File: src/rtl/smc_timing_gen.sv
module smc_timing_gen #(
  parameter int AW = 16,
  parameter int DW = 16,
  parameter int CW = 6,
  localparam int BW = DW / 8
) (
  input  logic          clk,
  input  logic          rst_n,
  input  logic          cfg_wr,
  input  logic [3:0]    cfg_sel,
  input  logic [CW-1:0] cfg_data,
  input  logic          req,
  input  logic          req_we,
  input  logic [AW-1:0] req_addr,
  input  logic [DW-1:0] req_wdata,
  input  logic [BW-1:0] req_be,
  output logic          ack,
  output logic [DW-1:0] rdata,
  output logic [AW-1:0] mem_addr,
  output logic [BW-1:0] mem_be_n,
  output logic          mem_cs_n,
  output logic          mem_rd_n,
  output logic          mem_wr_n,
  output logic [DW-1:0] mem_dout,
  output logic          mem_doe,
  input  logic [DW-1:0] mem_din
);

  localparam int NF = 10;
  localparam int WO = 5;

  logic [CW-1:0] tim [NF];
  logic          rmode, wmode;
  logic          busy, we_q;
  logic [CW-1:0] cnt;
  logic [AW-1:0] addr_q;
  logic [BW-1:0] be_q;
  logic [DW-1:0] wdata_q, rdata_q;

  function automatic logic in_win(input logic [CW-1:0] k, input logic [CW-1:0] s,
                                  input logic [CW-1:0] p);
    return ({1'b0, k} >= {1'b0, s}) && ({1'b0, k} < ({1'b0, s} + {1'b0, p}));
  endfunction

  logic [CW-1:0] s_strb, p_strb, s_cs, p_cs, cyc;
  assign s_strb = we_q ? tim[WO+0] : tim[0];
  assign p_strb = we_q ? tim[WO+1] : tim[1];
  assign s_cs   = we_q ? tim[WO+2] : tim[2];
  assign p_cs   = we_q ? tim[WO+3] : tim[3];
  assign cyc    = we_q ? tim[WO+4] : tim[4];

  logic strb_on, cs_on, last, cap;
  logic [CW:0] rend;
  assign strb_on = busy && in_win(cnt, s_strb, p_strb);
  assign cs_on   = busy && in_win(cnt, s_cs, p_cs);
  assign last    = busy && (({1'b0, cnt} + 1'b1) >= {1'b0, cyc});
  assign rend    = rmode ? ({1'b0, s_strb} + {1'b0, p_strb} - 1'b1)
                         : ({1'b0, s_cs} + {1'b0, p_cs} - 1'b1);
  assign cap     = busy && !we_q && ({1'b0, cnt} == rend);

  always_ff @(posedge clk or negedge rst_n) begin
    if (!rst_n) begin
      for (int i = 0; i < NF; i++)
        tim[i] <= (i == 4 || i == WO + 4) ? CW'(3) : CW'(1);
      rmode <= 1'b1;
      wmode <= 1'b1;
    end else if (cfg_wr && !busy) begin
      if (cfg_sel < 4'(NF)) tim[cfg_sel] <= cfg_data;
      else if (cfg_sel == 4'(NF)) begin
        rmode <= cfg_data[0];
        wmode <= cfg_data[1];
      end
    end
  end

  always_ff @(posedge clk or negedge rst_n) begin
    if (!rst_n) begin
      busy    <= 1'b0;
      we_q    <= 1'b0;
      cnt     <= '0;
      addr_q  <= '0;
      be_q    <= '0;
      wdata_q <= '0;
    end else if (!busy) begin
      if (req) begin
        busy    <= 1'b1;
        we_q    <= req_we;
        cnt     <= '0;
        addr_q  <= req_addr;
        be_q    <= req_be;
        wdata_q <= req_wdata;
      end
    end else if (last) begin
      busy <= 1'b0;
    end else begin
      cnt <= cnt + 1'b1;
    end
  end

  always_ff @(posedge clk or negedge rst_n) begin
    if (!rst_n) rdata_q <= '0;
    else if (cap) rdata_q <= mem_din;
  end

  assign ack      = last;
  assign rdata    = rdata_q;
  assign mem_addr = addr_q;
  assign mem_be_n = ~be_q;
  assign mem_cs_n = !cs_on;
  assign mem_rd_n = !(strb_on && !we_q);
  assign mem_wr_n = !(strb_on && we_q);
  assign mem_dout = wdata_q;
  assign mem_doe  = busy && we_q && (wmode || cs_on);

endmodule

File: config.mk
export PLATFORM = sky130hd
export DESIGN_NAME = smc_timing_gen
export DESIGN_NICKNAME = d
export VERILOG_FILES = /design/src/rtl/smc_timing_gen.sv
export SDC_FILE = /design/constraint.sdc
export NUM_CORES = 1
export LEC_CHECK = 0
export ABC_AREA = 1
export BUFFER_PORTS_ARGS = -buffer_cell sky130_fd_sc_hd__buf_4
export CAP_MARGIN = 20
export CORE_MARGIN = 4
export CORE_UTILIZATION = 50
export DETAILED_ROUTE_END_ITERATION = 16
export PLACE_DENSITY = 0.76
export SYNTH_ARGS = -nofsm -noshare
export SYNTH_HDL_FRONTEND = slang
export SYNTH_SLANG_ARGS = --single-unit
File: constraint.sdc
create_clock -name clk -period 3.6 [get_ports clk]
set_input_delay 0.36 -clock clk [delete_from_list [all_inputs] [get_ports clk]]
set_output_delay 0.36 -clock clk [all_outputs]
set_load 0.01 [all_outputs]
# Word level (Yosys, flattened, before mapping)

Index checks and enable logic that the tools add are counted.

$add $sub $neg: 6
$lt $le $gt $ge: 8
Equality and inequality tests: 3
Mux-type cells: 15
Bitwise operators: 4
Reduce and logical (&&, ||, !) cells: 24

Operator list:

| cell                | count |
|---|---|
| $bwmux 60           | 1 |
| $mux 6              | 9 |
| $demux 6 s4         | 1 |
| $add 6x6->7         | 2 |
| $lt 6x7->1          | 2 |
| $sub 7x1->7 const B | 2 |
| $logic_and 1x1->1   | 13 |
| $ge 6x6->1          | 2 |
| $add 6x1->7 const B | 1 |
| $eq 6x7->1          | 1 |
| $ge 7x6->1          | 1 |
| $mux 7              | 1 |
| $add 6x1->6 const B | 1 |
| $reduce_and 2->1    | 3 |
| $ge 5x5->1 const B  | 1 |
| $logic_not 1->1     | 5 |
| $lt 5x1->1 const B  | 1 |
| $not 4->5           | 1 |
| $eq 4x4->1 const B  | 1 |
| $lt 4x4->1 const B  | 1 |
| $mux 1              | 3 |
| $reduce_and 3->1    | 1 |
| $ne 2x2->1 const B  | 1 |
| $not 1->1           | 2 |
| 3 further kinds     | 3 |

Flip-flop bits (word level): 120
Output and inout bits: 55
Logic and storage cells: 79

# Logic depth before layout (Yosys ltp)

Gate-level depths: netlist of the first run.

Word-level depth: 7
Depth in mapped cells: 25
Depth with buffers taken out: 21

# Worst setup path after synthesis of the first run

No wires, ideal clock.

Kind: flip-flop to flip-flop
From: reg we_q
To: reg rdata_q[10], in the netlist rdata[10]
Arrival time: 3450 ps
Required time: 3483 ps
Setup slack: 33 ps
Cell stages (with the launch flop): 24
Buffers on the path: 4
Period minus slack after synthesis: 3567 ps
Cells stage by stage: dfrtp_1 clkbuf_1 inv_1 clkbuf_1 clkbuf_1 nand2_1 nand2_1 ha_1 inv_1 fa_1 nand2_1 nand2_1 ha_1 a21oi_1 nand2_1 nor2_1 nand2_1 nor2_4 nand3_4 nor2_8 nand3_4 buf_6 nand2_1 nand2_1

Cells in the longest elaborated chain, start to end: 6
Elaborated cells on any way between the ends: 13

Ends and longest elaborated chain:

| item                                  | RTL line | text |
|---|---|---|
| start, declared                       | 34       | `logic busy, we_q;` |
| start signal, assigned                | 87       | `we_q <= req_we;` |
| $mux 6, on equally long branches      | -        |  |
| $add 6x6->7, on equally long branches | 58, 57   |  |
| $sub 7x1->7, on equally long branches | 58, 57   |  |
| $mux 7                                | 57       | `assign rend = rmode ? ({1'b0, s_strb} + {1'b0, p_strb} - 1'b1)` |
| $eq 6x7->1                            | 59       | `assign cap = busy && !we_q && ({1'b0, cnt} == rend);` |
| $logic_and 1x1->1 *                   | 59       |  |
| end signal, assigned                  | 102      | `else if (cap) rdata_q <= mem_din;` |
| end, declared                         | 38       | `logic [DW-1:0] wdata_q, rdata_q;` |

Mark *: on every way between the ends. The rest lies on a longest branch, timed or not.
A chain may end at the register's enable or synchronous reset.

# Final worst setup path of the first run

From: reg we_q
To: out mem_rd_n

Cells in the longest elaborated chain, start to end: 7
Elaborated cells on any way between the ends: 10

Ends and longest elaborated chain:

| item                             | RTL line | text |
|---|---|---|
| $mux 6, on equally long branches | 46, 47   |  |
| $add 6x6->7                      | 42       | `return ({1'b0, k} >= {1'b0, s}) && ({1'b0, k} < ({1'b0, s} + {1'b0, p}));` |
| $lt 6x7->1                       | 42       |  |
| $logic_and 1x1->1                | 42       |  |
| $logic_and 1x1->1                | 54       | `assign strb_on = busy && in_win(cnt, s_strb, p_strb);` |
| $logic_and 1x1->1 *              | 110      | `assign mem_rd_n = !(strb_on && !we_q);` |
| $logic_not 1->1 *                | 110      |  |
| end, declared                    | 22       | `output logic mem_rd_n,` |

Marked as above.

==> results.md, run 1 <==
Outcome:
- The flow ran to the end, but the final reports show violations.
- The final reports fail on negative hold slack, negative setup slack.

Cells and area:
- The area growth from synthesis to layout is 30.30%.
- In the final layout, the share of cells above drive strength 1 is 30.93%.
- At the end of the flow the core is filled with cells to 67.16%.
- The antenna cell count is 0.
- The final net count is 997.

Route:
- The detailed-route vias per instance is 5.296.
- Wire segments on met3 add up to 933 microns in the final route.
- After detailed routing, the wire length on met1 is 6.916 mm.
- Wire segments on met2 add up to 8.196 mm in the final route.
- The final antenna-violating net count is 0.
- In the routed design, unresolved DRC markers number 0.
- The vias after detailed routing is 5,688.
- For this run, the detailed router's first-pass iteration total came to 5.
- The routed length per placed instance is 15.23 microns.
- The count of routing violations after the opening detailed-route iteration is 311.
- For this block, the routed nets add up to 16.36 mm of wire.
- The top routing layer in use is met4.

Power and ir drop:
- The relative contribution of sequential cells to total power is 25.3%.
- In this run switching power makes up 42.58% of total power.
- The analysis attributes to cell leakage a power of 0.004300 uW.
- In this run the power density over the cells is 1075 nW/um^2.
- The switching power is 3913 uW.
- In this run, the clock network consumes 19.5% of the power.
- Cell internal power was estimated by the tool at 5276 uW.
- Across the VDD grid, the largest voltage drop is 584.6 uV.
- Per report_power, the combinational group accounts for 55.2% of the total.
- The total power is 9190 uW.

Synth:
- Sorting the synthesized cells by area gives the leading types as sky130_fd_sc_hd__dfrtp_1 40%, sky130_fd_sc_hd__nand2_1 13%, sky130_fd_sc_hd__ha_1 7.8%.
- By instance count, the leading cell after synthesis is sky130_fd_sc_hd__nand2_1.
- Sorting the synthesized cells by how often they occur yields 231 x sky130_fd_sc_hd__nand2_1, 106 x sky130_fd_sc_hd__dfrtp_1, 78 x sky130_fd_sc_hd__o21ai_0.
- The library cell with the largest summed area after synthesis is sky130_fd_sc_hd__dfrtp_1.
- After synthesis the cells add up to 6558 sq um.
- In the synthesized netlist the async set-or-reset flop fraction comes to 100.0%.
- The post-synthesis average cell area is 8.594 sq um.
- The total nets after synthesis is 871.
- In the synthesized netlist the dominant register cell turns out to be sky130_fd_sc_hd__dfrtp_1.
- In this run, synthesis inferred 0 flip-flops with an integrated enable.
- The number of flip-flops and latches in the synthesized netlist is 120.
- After synthesis, flip-flops and latches occupy 46.06% of the total area.
- Yosys mapped the design onto 35 distinct sky130hd cell types.
- The share of the synthesized area in the top cell type is 40.45%.
- The Yosys step of the flow raised 0 warnings.
- The synthesized instance count is 763.

CTS:
- The number of hold buffers added after CTS was 0.
- The CTS tree is built.
- The clock tree root driver cell is sky130_fd_sc_hd__clkbuf_16.
- For the worst-skew pair, the clock arrives at the later sink with an insertion delay of 0.42 ns.
- The H-tree generated during clock tree synthesis spans 4 levels.
- The clock passes through at most 2 buffers.
- The clock transition at the registers of the reported paths is 0.05 ns.
- Clock tree synthesis inserted a total of 17 buffers.
- The clock drives 120 sinks.

Timing:
- The setup clock skew after layout is 0.005594 ns.
- Of the available clock period, the critical path in the final layout requires 101.4%.
- The count of pins over their slew limit was 0.
- The tightest hold path in the finished design has a slack of -0.001878 ns.
- Setup repair after global routing could not meet its margin everywhere.
- Counting I/O delays and the setup requirement, the final critical path takes 3.650 ns.
- The slew at the pin closest to its max-slew limit is 0.7463 ns.
- Headroom to the max-slew limit came out at 50.24%.
- The highest clock rate is 274.0 MHz.
- The final-report setup violation count is 3.
- After layout, the worst setup slack is -0.04960 ns.
- The final hold violation count was 1.

GRT:
- The first-pass GRT wire length is 25.92 mm.
- Global routing finished with a remaining overflow of 0.
- The initial antenna violation count was 0.
- The total routing resource utilization after global routing is 22.26%.
- The number of global-route vias before repair came to 5,288.
- Entering global routing, the biggest net connects 64 pins.

Critical path:
- The arrival time of data at the critical path endpoint is 3.29 ns.
- The maximum fanout along the worst path is 6.
- The required time at the worst-slack endpoint is 3.24 ns.
- The worst setup path is launched from a register.
- The category of the worst setup path capture point is a primary output.
- The slack of the worst reg-to-reg path is 0.34 ns.
- The category of the most critical setup path is register to primary output.

Die:
- During I/O placement, the number of pins put on the boundary was 120.
- The die is 122.5 microns tall.
- The total area inside the core boundary comes to 12,720 sq um.
- Once the floorplan was initialized, standard cells occupied 51.54% of the core.
- The die covers 15,010 sq um.
- The die span in x is 122.5 microns.
- The cell row count is 41.

Placement:
- The half-perimeter wire length after placement is 11.50 mm.
- Routability-driven placement finished with a final weighted congestion of 0.8924.
- Port buffering added 119 buffers.

Run:
- Across the run, the number of max-cap violations was 0.

Worst hold path:
- The class of the tightest hold or removal check is input pin to asynchronous set/reset pin.
[placed cells by master, fill, tap and decap left out, types with 3 or more instances in the layout]
cell | netlist | final
sky130_fd_sc_hd__a21oi_1 | 23 | 15
sky130_fd_sc_hd__a21oi_2 | 0 | 8
sky130_fd_sc_hd__and2_1 | 4 | 4
sky130_fd_sc_hd__buf_4 | 1 | 125
sky130_fd_sc_hd__buf_6 | 3 | 6
sky130_fd_sc_hd__bufinv_16 | 0 | 4
sky130_fd_sc_hd__clkbuf_16 | 0 | 18
sky130_fd_sc_hd__clkinv_2 | 0 | 3
sky130_fd_sc_hd__dfrtp_1 | 106 | 105
sky130_fd_sc_hd__dfstp_2 | 14 | 14
sky130_fd_sc_hd__ha_1 | 41 | 32
sky130_fd_sc_hd__ha_4 | 0 | 7
sky130_fd_sc_hd__inv_1 | 70 | 65
sky130_fd_sc_hd__inv_2 | 2 | 6
sky130_fd_sc_hd__mux2_2 | 32 | 32
sky130_fd_sc_hd__mux2i_1 | 5 | 5
sky130_fd_sc_hd__nand2_1 | 231 | 222
sky130_fd_sc_hd__nand2_2 | 6 | 15
sky130_fd_sc_hd__nand3_1 | 43 | 41
sky130_fd_sc_hd__nand4_1 | 21 | 21
sky130_fd_sc_hd__nor2_1 | 21 | 21
sky130_fd_sc_hd__nor3_1 | 4 | 4
sky130_fd_sc_hd__o21ai_0 | 78 | 68
sky130_fd_sc_hd__o21ai_1 | 0 | 4
sky130_fd_sc_hd__o21ai_2 | 0 | 3
sky130_fd_sc_hd__o21ai_4 | 1 | 4
sky130_fd_sc_hd__o21bai_1 | 3 | 3
sky130_fd_sc_hd__o22ai_1 | 3 | 3
sky130_fd_sc_hd__or2_2 | 12 | 12
sky130_fd_sc_hd__xor2_1 | 3 | 3
[critical path, stage by stage (launching register included)]
cell	delay [ns]
sky130_fd_sc_hd__dfrtp_2	0.44
sky130_fd_sc_hd__inv_4	0.09
sky130_fd_sc_hd__buf_6	0.12
sky130_fd_sc_hd__buf_6	0.10
sky130_fd_sc_hd__nand2_2	0.04
sky130_fd_sc_hd__nand2_2	0.08
sky130_fd_sc_hd__ha_4	0.14
sky130_fd_sc_hd__inv_2	0.04
sky130_fd_sc_hd__fa_2	0.40
sky130_fd_sc_hd__inv_2	0.08
sky130_fd_sc_hd__nand2_2	0.06
sky130_fd_sc_hd__nand2_2	0.08
sky130_fd_sc_hd__ha_4	0.20
sky130_fd_sc_hd__a21oi_2	0.12
sky130_fd_sc_hd__nand2_1	0.07
sky130_fd_sc_hd__a21oi_2	0.13
sky130_fd_sc_hd__o21bai_1	0.08
sky130_fd_sc_hd__a21oi_1	0.15
sky130_fd_sc_hd__nor2_1	0.07
sky130_fd_sc_hd__nor2_1	0.15
sky130_fd_sc_hd__nand2_1	0.09
sky130_fd_sc_hd__buf_6	0.12
[final cells by class]
type | count | area, sq um
clock buffer | 21 | 460.4
timing repair buffer | 134 | 1071
multi-input combinational | 543 | 3326
tap | 172 | 215.2
sequential | 120 | 3022
fill | 1048 | 4178
inverter | 73 | 281.5
clock inverter | 11 | 168.9
[power by group through the flow]
stage          Clock [uW]  Combinational (uW)  Sequential [uW]
6_report             1790                5070             2330
4_1_cts              1810                4790             2310
3_3_place_gp            0                4370             2280
2_1_floorplan           0                3220             2310
3_5_place_dp            0                4480             2310
5_1_grt              1880                5760             2400
[final timing paths]
| path | from | to | cells past startpoint |
|---|---|---|---|
| max in group asynchronous | rst_n | tim[12]$_DFFE_PN1P_ | 2 |
| min | rst_n | rdata[4]$_DFFE_PN0P_ | 1 |
| min in group clk | req_addr[5] | mem_addr[5]$_DFFE_PN0P_ | 2 |
| min reg2reg | rdata[3]$_DFFE_PN0P_ | rdata[3]$_DFFE_PN0P_ | 2 |
| max reg2reg | we_q$_DFFE_PN0P_ | rdata[1]$_DFFE_PN0P_ | 20 |
| max | we_q$_DFFE_PN0P_ | mem_rd_n | 21 |
[timing repair]
item | in CTS | in global routing
endpoints found under the setup margin | 4 | 5
setup buffers | 3 | 3
gates resized for setup | 41 | 25
cloned | 0 | 1
pin swaps | 7 | 16
[sequential cells by signal (all words and copies together), names as in the netlist]
| signal | cells |
|---|---|
| tim | 60 |
| mem_addr | 16 |
| mem_dout | 16 |
| rdata | 16 |
| cnt | 6 |
| be_q | 2 |
| busy | 1 |
| rmode | 1 |
| we_q | 1 |
| wmode | 1 |
[per-stage QoR]
| stage | setup TNS (ns) | cell area (sq um) | instances | worst slack, ns |
|---|---|---|---|---|
| after floorplan | 0 | 6558 | 763 | 0.03300 |
| after global placement | 0 | 7601 | 1035 | 0.2734 |
| after detailed placement | 0 | 7601 | 1035 | 0.2186 |
| after CTS | -0.04164 | 8403 | 1070 | -0.02258 |
| after global routing | -0.8861 | 8544 | 1074 | -0.2704 |
| final | -0.09699 | 8544 | 1074 | -0.04960 |
[metal layers]
layer  vias up  track usage, %
met5         -               0
met4         0           7.768
met3        23           5.392
met2       159           35.97
met1      2720           29.38
li1       2786               -
[cell families (layout without fill, tap and decap cells)]
| family | count (synthesis) | in the layout | share of synthesized area [%] |
|---|---|---|---|
| compound gates | 113 | 113 | 9.197 |
| buf+inv | 100 | 239 | 6.354 |
| xor+xnor | 3 | 3 | 0.4008 |
| flops | 120 | 120 | 46.06 |
| simple gates | 347 | 347 | 23.30 |
| mux | 37 | 37 | 6.258 |
| fa+ha+maj | 43 | 43 | 8.433 |
Power figures use the tool's default switching activity.
==> run 2: changes to the inputs <==
--- a/config.mk
+++ b/config.mk
@@ -11,6 +11,7 @@
 export CORE_MARGIN = 4
 export CORE_UTILIZATION = 50
 export DETAILED_ROUTE_END_ITERATION = 16
+export GPL_TIMING_DRIVEN = 0
 export PLACE_DENSITY = 0.76
 export SYNTH_ARGS = -nofsm -noshare
 export SYNTH_HDL_FRONTEND = slang
==> run 2 against run 1 <==
  * The flow finishes with violations (negative setup slack)
  * Critical path depth unchanged
  * Combinational power is 11% higher
  * Cell area increased by 3.7%
  * Non-clock buffer count grew 40
  * Register-to-register slack worse by 0.12 ns
  * Sequential share of layout area decreased by 1.3 points
  * Fmax shrank 3.2%
  * Wire length up 5.0%
  * First-iteration DRC count grew 34%
  * Via count up 3.3%
==> results.md, run 2 (synthesis results as in run 1) <==
Critical path:
- The category of the most critical setup path is register to primary output.
- In this run the worst path has a maximum fanout of 6.
- The peak per-stage delay on the critical path is 0.45 ns.
- The signal on the critical path passes through inv_2, buf_8, clkbuf_16, nand2_4, nand2_4, ha_4, inv_2, fa_2, inv_2, nand2_2, nand2_2, ha_4, a21oi_2, nand2_1, a21oi_2, o21bai_1, a21oi_1, nor2_1, nor2_1, nand2_1, buf_6.
- The category of the worst setup path capture point is a primary output.
- Counting stages on the worst path, the most repeated cell is sky130_fd_sc_hd__inv_2.
- The arrival time of data at the critical path endpoint is 3.41 ns.
- The slowest cell on the critical path is sky130_fd_sc_hd__dfrtp_2.
- For the worst setup path, the data required time is 3.24 ns.
- In this run the critical register-to-register path is launched from we_q$_DFFE_PN0P_.
- STA classifies the critical path startpoint as a register.
- Tracing the worst setup path back leads to its startpoint at we_q$_DFFE_PN0P_.

Power and ir drop:
- The areal power density over the cells is 1073 nW/um^2.
- In this run switching power makes up 43.32% of total power.
- The worst-case IR drop observed on VDD is 417.4 uV.
- The internal power is 5388 uW.
- The relative contribution of sequential cells to total power is 24.5%.
- The clock network burns 16.4% of the power.
- For this design the static power due to leakage is 0.004438 uW.
- The switching power is 4118 uW.
- Combinational logic burns 59.1% of the power.

GRT:
- For met1 alone, demand over resource in global routing was 30.22%.
- The total overflow reported by the global router is 0.
- The met2 usage in global routing is 38.47%.
- In the global route stage, met3 resource usage came out at 5.253%.
- The number of global-route vias before repair came to 5,594.
- met2 is the most crowded layer.
- The initial antenna violation count is 0.
- The largest net degree at the start of global routing is 62.
- The first global-routing pass estimated 27.17 mm of wire.
- Global routing consumed, over all layers together, 23.14% of the routing resources.

CTS:
- TritonCTS built the clock tree.
- The clock tree synthesis step divided the H-tree into 4 levels.
- The tree is rooted in a sky130_fd_sc_hd__clkbuf_16.
- The clock transition at the registers of the reported paths is 0.05 ns.
- In this run the deepest clock path goes through 2 buffers.
- The CTS buffer count is 17.
- The clock drives 120 sinks.
- For the worst-skew pair, the clock arrives at the later sink with an insertion delay of 0.42 ns.

Timing:
- Setup repair after global routing could not meet its margin everywhere.
- For the final database, setup skew stands at 0.008053 ns.
- The final hold violation count was 0.
- On the final layout, the worst hold slack is 0.1717 ns.
- The final-report setup violation count is 4.
- The final critical path takes up 104.7% of the cycle.
- The time the final worst path needs with I/O delays and setup is 3.769 ns.
- The worst max-slew margin expressed relative to the limit is 58.47%.
- Summed over all failing endpoints, the final setup total negative slack is -0.5939 ns.
- Based on the critical path, the design can be clocked at up to 265.3 MHz.
- The count of pins over their slew limit came to 0.
- Once routing completed, OpenROAD measured the worst setup slack at -0.1695 ns.
- The slew at the pin closest to its max-slew limit is 0.6230 ns.

Cells and area:
- The area growth from synthesis to layout is 35.09%.
- In the layout the commonest cells are 215 x sky130_fd_sc_hd__nand2_1, 142 x sky130_fd_sc_hd__buf_4, 105 x sky130_fd_sc_hd__dfrtp_1.
- The flip-flop count of the largest register, all copies and words added is 60.
- The number of fill cells is 1,005.
- The post-layout instance area is 8859 sq um.
- The antenna cell count is 0.
- The commonest non-fill, non-tap cell in the layout is sky130_fd_sc_hd__nand2_1.
- In the final layout, the share of cells above drive strength 1 is 33.55%.
- The storage element area is 3022 sq um.
- The area of the multi-input gates is 3460 sq um.
- The register with the most flip-flops in the final layout is tim.
- The final net count is 1,037.

Route:
- The final antenna-violating net count is 0.
- After detailed routing, the number of vias per cell comes to 5.276.
- The first routing iteration left 416 violations.
- The final wirelength is 17.17 mm.
- The first detailed-routing pass took 5 iterations.
- The DRC violation count after routing is 0.
- Dividing the detail-routed wire length by the instance count gives 15.41 microns.
- The routed layout has 5,878 vias.

Die:
- The die height is 122.5 microns.
- The die area is 15,010 sq um.
- The top-level port count is 120.
- The floorplan has 41 rows.
- The initial utilization of the core area, before any placement, comes to 51.54%.
- The die is 122.5 microns wide.
- The area of the core region is 12,720 sq um.

Run:
- Max-cap violations in this run came to 0.

Worst hold path:
- The startpoint of the worst hold path is req_addr[11].
- The class of the tightest hold or removal check is input pin to register.

Placement:
- The worst setup slack after placement is -0.8649 ns.
- The half-perimeter wire length after placement is 11.70 mm.
- The last weighted congestion value of the routability-driven placer is 0.8446.
- The count of buffers added on input and output ports is 119.
- The area of placed instances is 7697 sq um.

Outcome:
- The final reports fail on negative setup slack.
- The flow ran to the end, but the final reports show violations.
## run 2: changes by cell type in the layout (fill, tap and decap cells not counted), moves of 4 or more
| cell | previous run | this run |
|---|---|---|
| sky130_fd_sc_hd__buf_1 | 0 | 4 |
| sky130_fd_sc_hd__inv_2 | 6 | 10 |
| sky130_fd_sc_hd__clkbuf_1 | 2 | 17 |
| sky130_fd_sc_hd__nand2_1 | 222 | 215 |
| sky130_fd_sc_hd__buf_4 | 125 | 142 |
| sky130_fd_sc_hd__nand2_4 | 0 | 6 |
## run 2: final cells by class
class                      count  share of cell area (%)
tap                          172                   2.429
sequential                   120                   34.11
multi-input combinational    543                   39.05
clock inverter                 8                  0.8333
inverter                      73                   3.150
timing repair buffer         148                   13.05
clock buffer                  24                   5.325
buffer                        26                   2.048
## run 2: worst max-delay path: cells and delay by family, from the launching register on
kind / cells / cell delay (ns)
AOI/OAI and AO/OA: 4 / 0.48
adders and majority gates: 3 / 0.74
buffers and inverters: 6 / 0.65
DFF: 1 / 0.45
and+or+nand+nor: 8 / 0.66
## run 2: power by group through the flow
stage                     clock network, uW  logic (uW)  registers [uW]
final                                  1560        5620            2330
after global routing                   1650        6290            2390
after CTS                              1580        5110            2290
after detailed placement                  0        4570            2290
after global placement                    0        4460            2260
after floorplan                           0        3220            2310
## run 2: metal layers
layer,vias up,routed length [microns]
met5,-,0
met4,0,350
met3,30,1051
met2,179,8631
met1,2819,7136
li1,2850,-
## run 2: final timing paths
kind / cells past startpoint / slack (ns) / end
setup / recovery: 21 / -0.17 / mem_wr_n
hold / removal: 2 / 0.17 / mem_addr[11]$_DFFE_PN0P_
setup reg to reg: 22 / 0.22 / rdata[5]$_DFFE_PN0P_
hold reg to reg: 2 / 0.47 / rdata[11]$_DFFE_PN0P_
max in group asynchronous: 3 / 2.38 / tim[1]$_DFFE_PN1P_
min in group asynchronous: 2 / 0.50 / tim[26]$_DFFE_PN0P_
## run 2: through the flow
step | power (uW) | instances | utilization (%)
after floorplan | 5526 | 763 | -
after global placement | 6723 | 1054 | 60.26
after detailed placement | 6861 | 1055 | 60.50
after CTS | 8987 | 1105 | 67.69
after global routing | 10320 | 1114 | 69.63
final | 9505 | 1114 | 69.63
## run 2: timing repair
item | CTS | global route
setup endpoints to repair | 20 | 14
endpoints found under the hold margin | 47 | 0
hold buffers | 1 | 0
pin swaps | 11 | 24
setup buffers | 18 | 9
resized for setup | 65 | 41
==> run 3: changes to the inputs <==
--- a/config.mk
+++ b/config.mk
@@ -8,7 +8,6 @@
 export ABC_AREA = 1
 export BUFFER_PORTS_ARGS = -buffer_cell sky130_fd_sc_hd__buf_4
 export CAP_MARGIN = 20
-export CORE_MARGIN = 4
 export CORE_UTILIZATION = 50
 export DETAILED_ROUTE_END_ITERATION = 16
 export GPL_TIMING_DRIVEN = 0
==> run 3 against run 2 <==
  * Combinational power fell by 5.0%
  * The flow still finishes with violations (negative setup slack)
  * Hold slack got worse by 0.0029 ns
  * Wire length is 5.0% lower
  * Cell area down 1.9%
  * Global-route usage up 1.9 points
  * First-iteration DRC count decreased by 20%
  * Largest power group unchanged
  * Largest cell class unchanged
  * Flip-flop and latch count unchanged
  * Sequential share of layout area increased by 0.64 points
  * Fmax increased by 0.68%
  * Count of clock-buffer cells in the layout increased by 2
  * Via count is 2.3% lower
  * Cell count fell by 1.3%
==> results.md, run 3 (synthesis results as in run 1) <==
Outcome:
- The run finished, with violations left.
- The final reports fail on negative setup slack.

Timing:
- The highest clock rate is 267.1 MHz.
- The worst hold slack across all endpoints is 0.1688 ns.
- In the finished design, the share of the clock period the worst path needs comes to 104.0%.
- The time the final worst path needs with I/O delays and setup is 3.744 ns.
- The count of pins over their slew limit came to 0.
- The final-report setup violation count is 4.
- Setup repair after global routing could not meet its margin everywhere.
- Across the routed clock network, the largest skew measured is 0.006896 ns.
- The final hold violation count is 0.
- The worst pin sits at a relative slew slack of 61.41%.
- Once routing completed, OpenROAD measured the worst setup slack at -0.1441 ns.
- For the pin with the worst max-slew slack, the measured transition is 0.5789 ns.

CTS:
- The clock transition at the registers of the reported paths is 0.05 ns.
- The longest clock path from root to sink contains 2 buffers.
- CTS built an H-tree with a depth of 4.
- Buffers inserted during clock tree synthesis total 17.
- For this design, the sink count on the clock tree is 120.
- The clock reaches the later pin of the worst-skew pair after 0.42 ns.
- The CTS tree is built.
- In this run the clock root is driven by a sky130_fd_sc_hd__clkbuf_16.

Critical path:
- The category of the worst setup path capture point is a primary output.
- Data on the critical path arrives at its endpoint at 3.38 ns.
- STA puts the critical path data required time at 3.24 ns.
- The category of the most critical setup path is register to primary output.
- The nature of the critical path startpoint is a register.
- The maximum fanout along the worst path is 6.

Die:
- The die height is 116.5 microns.
- In this run the standard cell core region covers 12,720 sq um.
- The top-level port count is 120.
- The initial utilization of the core area, before any placement, comes to 51.54%.
- The die span in x is 116.5 microns.
- The floorplan step defined a die boundary enclosing 13,580 sq um.
- The floorplan has 41 rows.

Route:
- The count of routing violations after the opening detailed-route iteration is 332.
- The vias after detailed routing is 5,744.
- The DRC violation count after routing is 0.
- Dividing the detail-routed via count by the number of cells gives 5.227.
- The final antenna-violating net count is 0.
- The detailed-routing iteration count for the pre-antenna-repair pass is 5.
- In the final routed layout, each cell accounts on average for 14.84 microns.
- After detailed routing, the total wire length is 16.31 mm.

Cells and area:
- The register with the most flip-flops is tim.
- Summing all non-filler instances in the final layout gives an area of 8695 sq um.
- Compared with the post-synthesis result, the final layout area differs by 32.59%.
- Leaving out fill and tap cells, the most frequent cells in the layout are 216 x sky130_fd_sc_hd__nand2_1, 128 x sky130_fd_sc_hd__buf_4, 105 x sky130_fd_sc_hd__dfrtp_1.
- After the last flow step, the layout net total stands at 1,022.
- The commonest non-fill, non-tap cell in the layout is sky130_fd_sc_hd__nand2_1.
- The final cell utilization of the core is 68.34%.
- The filler cells instantiated in the layout total 997.
- Cells with a size suffix above 1 make up 32.15% of the layout.
- The register with the most flip-flops in the layout has 60 of them.
- After the flow finishes, the layout carries non-filler instances totaling 1,099.
- The antenna cell count is 0.

GRT:
- The first global-routing pass estimated 25.34 mm of wire.
- Across every metal layer, demand over resource in global routing totals 25.07%.
- Entering global routing, the biggest net connects 73 pins.
- The total overflow reported by the global router is 0.
- The initial antenna violation count is 0.
- The number of global-route vias before repair is 5,135.

Power and ir drop:
- Per report_power, the sequential group accounts for 25.1% of the total.
- Per report_power, the combinational group accounts for 57.9% of the total.
- The internal power is 5216 uW.
- The maximum vdd ir drop is 467.7 uV.
- Dividing total power by cell area gives a power density of 1062 nW/um^2.
- The leakage component of the power is 0.004362 uW.
- Of the total power, the clock network draws 17.1%.
- For this design the total switching power over the nets is 4015 uW.
- In this run switching power makes up 43.49% of total power.

Placement:
- In this run, placement finished with an instance count of 1,055.
- The placed instances occupy a cell area of 7697 sq um.
- The congestion estimate from routability-driven global placement came to 0.8631.
- Input and output buffers added on the ports amount to 119.
- The worst setup slack after placement is -0.9488 ns.
- The half-perimeter wire length after placement is 11.40 mm.

Run:
- Across the run, the number of max-cap violations was 0.

Worst hold path:
- The class of the tightest hold or removal check is input pin to register.
run 3: final timing paths:
path	from	to	slack, ns	cells past startpoint
setup / recovery	we_q$_DFFE_PN0P_	mem_doe	-0.14	20
hold / removal	req_wdata[3]	mem_dout[3]$_DFFE_PN0P_	0.17	2
setup reg to reg	we_q$_DFFE_PN0P_	rdata[8]$_DFFE_PN0P_	0.23	20
hold reg to reg	rdata[4]$_DFFE_PN0P_	rdata[4]$_DFFE_PN0P_	0.47	2
max in group asynchronous	rst_n	tim[31]$_DFFE_PN1P_	2.41	3
min in group asynchronous	rst_n	tim[39]$_DFFE_PN0P_	0.45	2
run 3: metrics by stage:
step / power, uW / TNS (ns)
final: 9231 / -0.3382
after global routing: 10030 / -0.9953
after CTS: 8831 / -0.6923
after detailed placement: 6866 / -17.72
after global placement: 6729 / -17.06
after floorplan: 5526 / 0
run 3: worst max-delay path: stages, from the launching register on:
cell	delay, ns
sky130_fd_sc_hd__dfrtp_2	0.43
sky130_fd_sc_hd__inv_2	0.07
sky130_fd_sc_hd__buf_8	0.13
sky130_fd_sc_hd__buf_4	0.13
sky130_fd_sc_hd__or2_2	0.27
sky130_fd_sc_hd__o21ai_2	0.10
sky130_fd_sc_hd__inv_2	0.07
sky130_fd_sc_hd__ha_4	0.27
sky130_fd_sc_hd__nand2_1	0.06
sky130_fd_sc_hd__nand2_2	0.08
sky130_fd_sc_hd__nand3_2	0.08
sky130_fd_sc_hd__and2_1	0.17
sky130_fd_sc_hd__ha_1	0.29
sky130_fd_sc_hd__a21oi_2	0.14
sky130_fd_sc_hd__o21ai_1	0.08
sky130_fd_sc_hd__nand3_1	0.08
sky130_fd_sc_hd__nand2_1	0.06
sky130_fd_sc_hd__nand3_2	0.07
sky130_fd_sc_hd__nand3_2	0.09
sky130_fd_sc_hd__a21oi_2	0.16
sky130_fd_sc_hd__buf_4	0.14
run 3: power by group through the flow:
stage	Combinational [uW]	Clock [uW]	Sequential, uW
2_1_floorplan	3220	0	2310
6_report	5340	1580	2310
3_3_place_gp	4470	0	2260
4_1_cts	4950	1590	2290
5_1_grt	5990	1650	2380
3_5_place_dp	4580	0	2280
run 3: cell type report:
| type | instances | area (sq um) | share of cell area (%) |
|---|---|---|---|
| sequential | 120 | 3022 | 34.75 |
| timing repair buffer | 133 | 1036 | 11.92 |
| inverter | 73 | 279.0 | 3.209 |
| tap | 172 | 215.2 | 2.475 |
| buffer | 26 | 182.7 | 2.101 |
| clock buffer | 26 | 519.2 | 5.972 |
| multi-input combinational | 543 | 3402 | 39.13 |
| clock inverter | 6 | 38.79 | 0.4461 |
run 3: metal layers:
layer / share of wire (%) / track usage, %
met1: 44 / 32.65
met2: 48 / 40.55
met3: 5.5 / 5.708
met4: 2.4 / 10.00
met5: 0 / 0
run 3: what timing repair did:
item,CTS,global route
hold buffers,1,0
pin swaps,17,24
buffers inserted,10,2
resized for setup,53,43
hold endpoints to repair,36,0
setup endpoints to repair,20,14
cloned,0,0
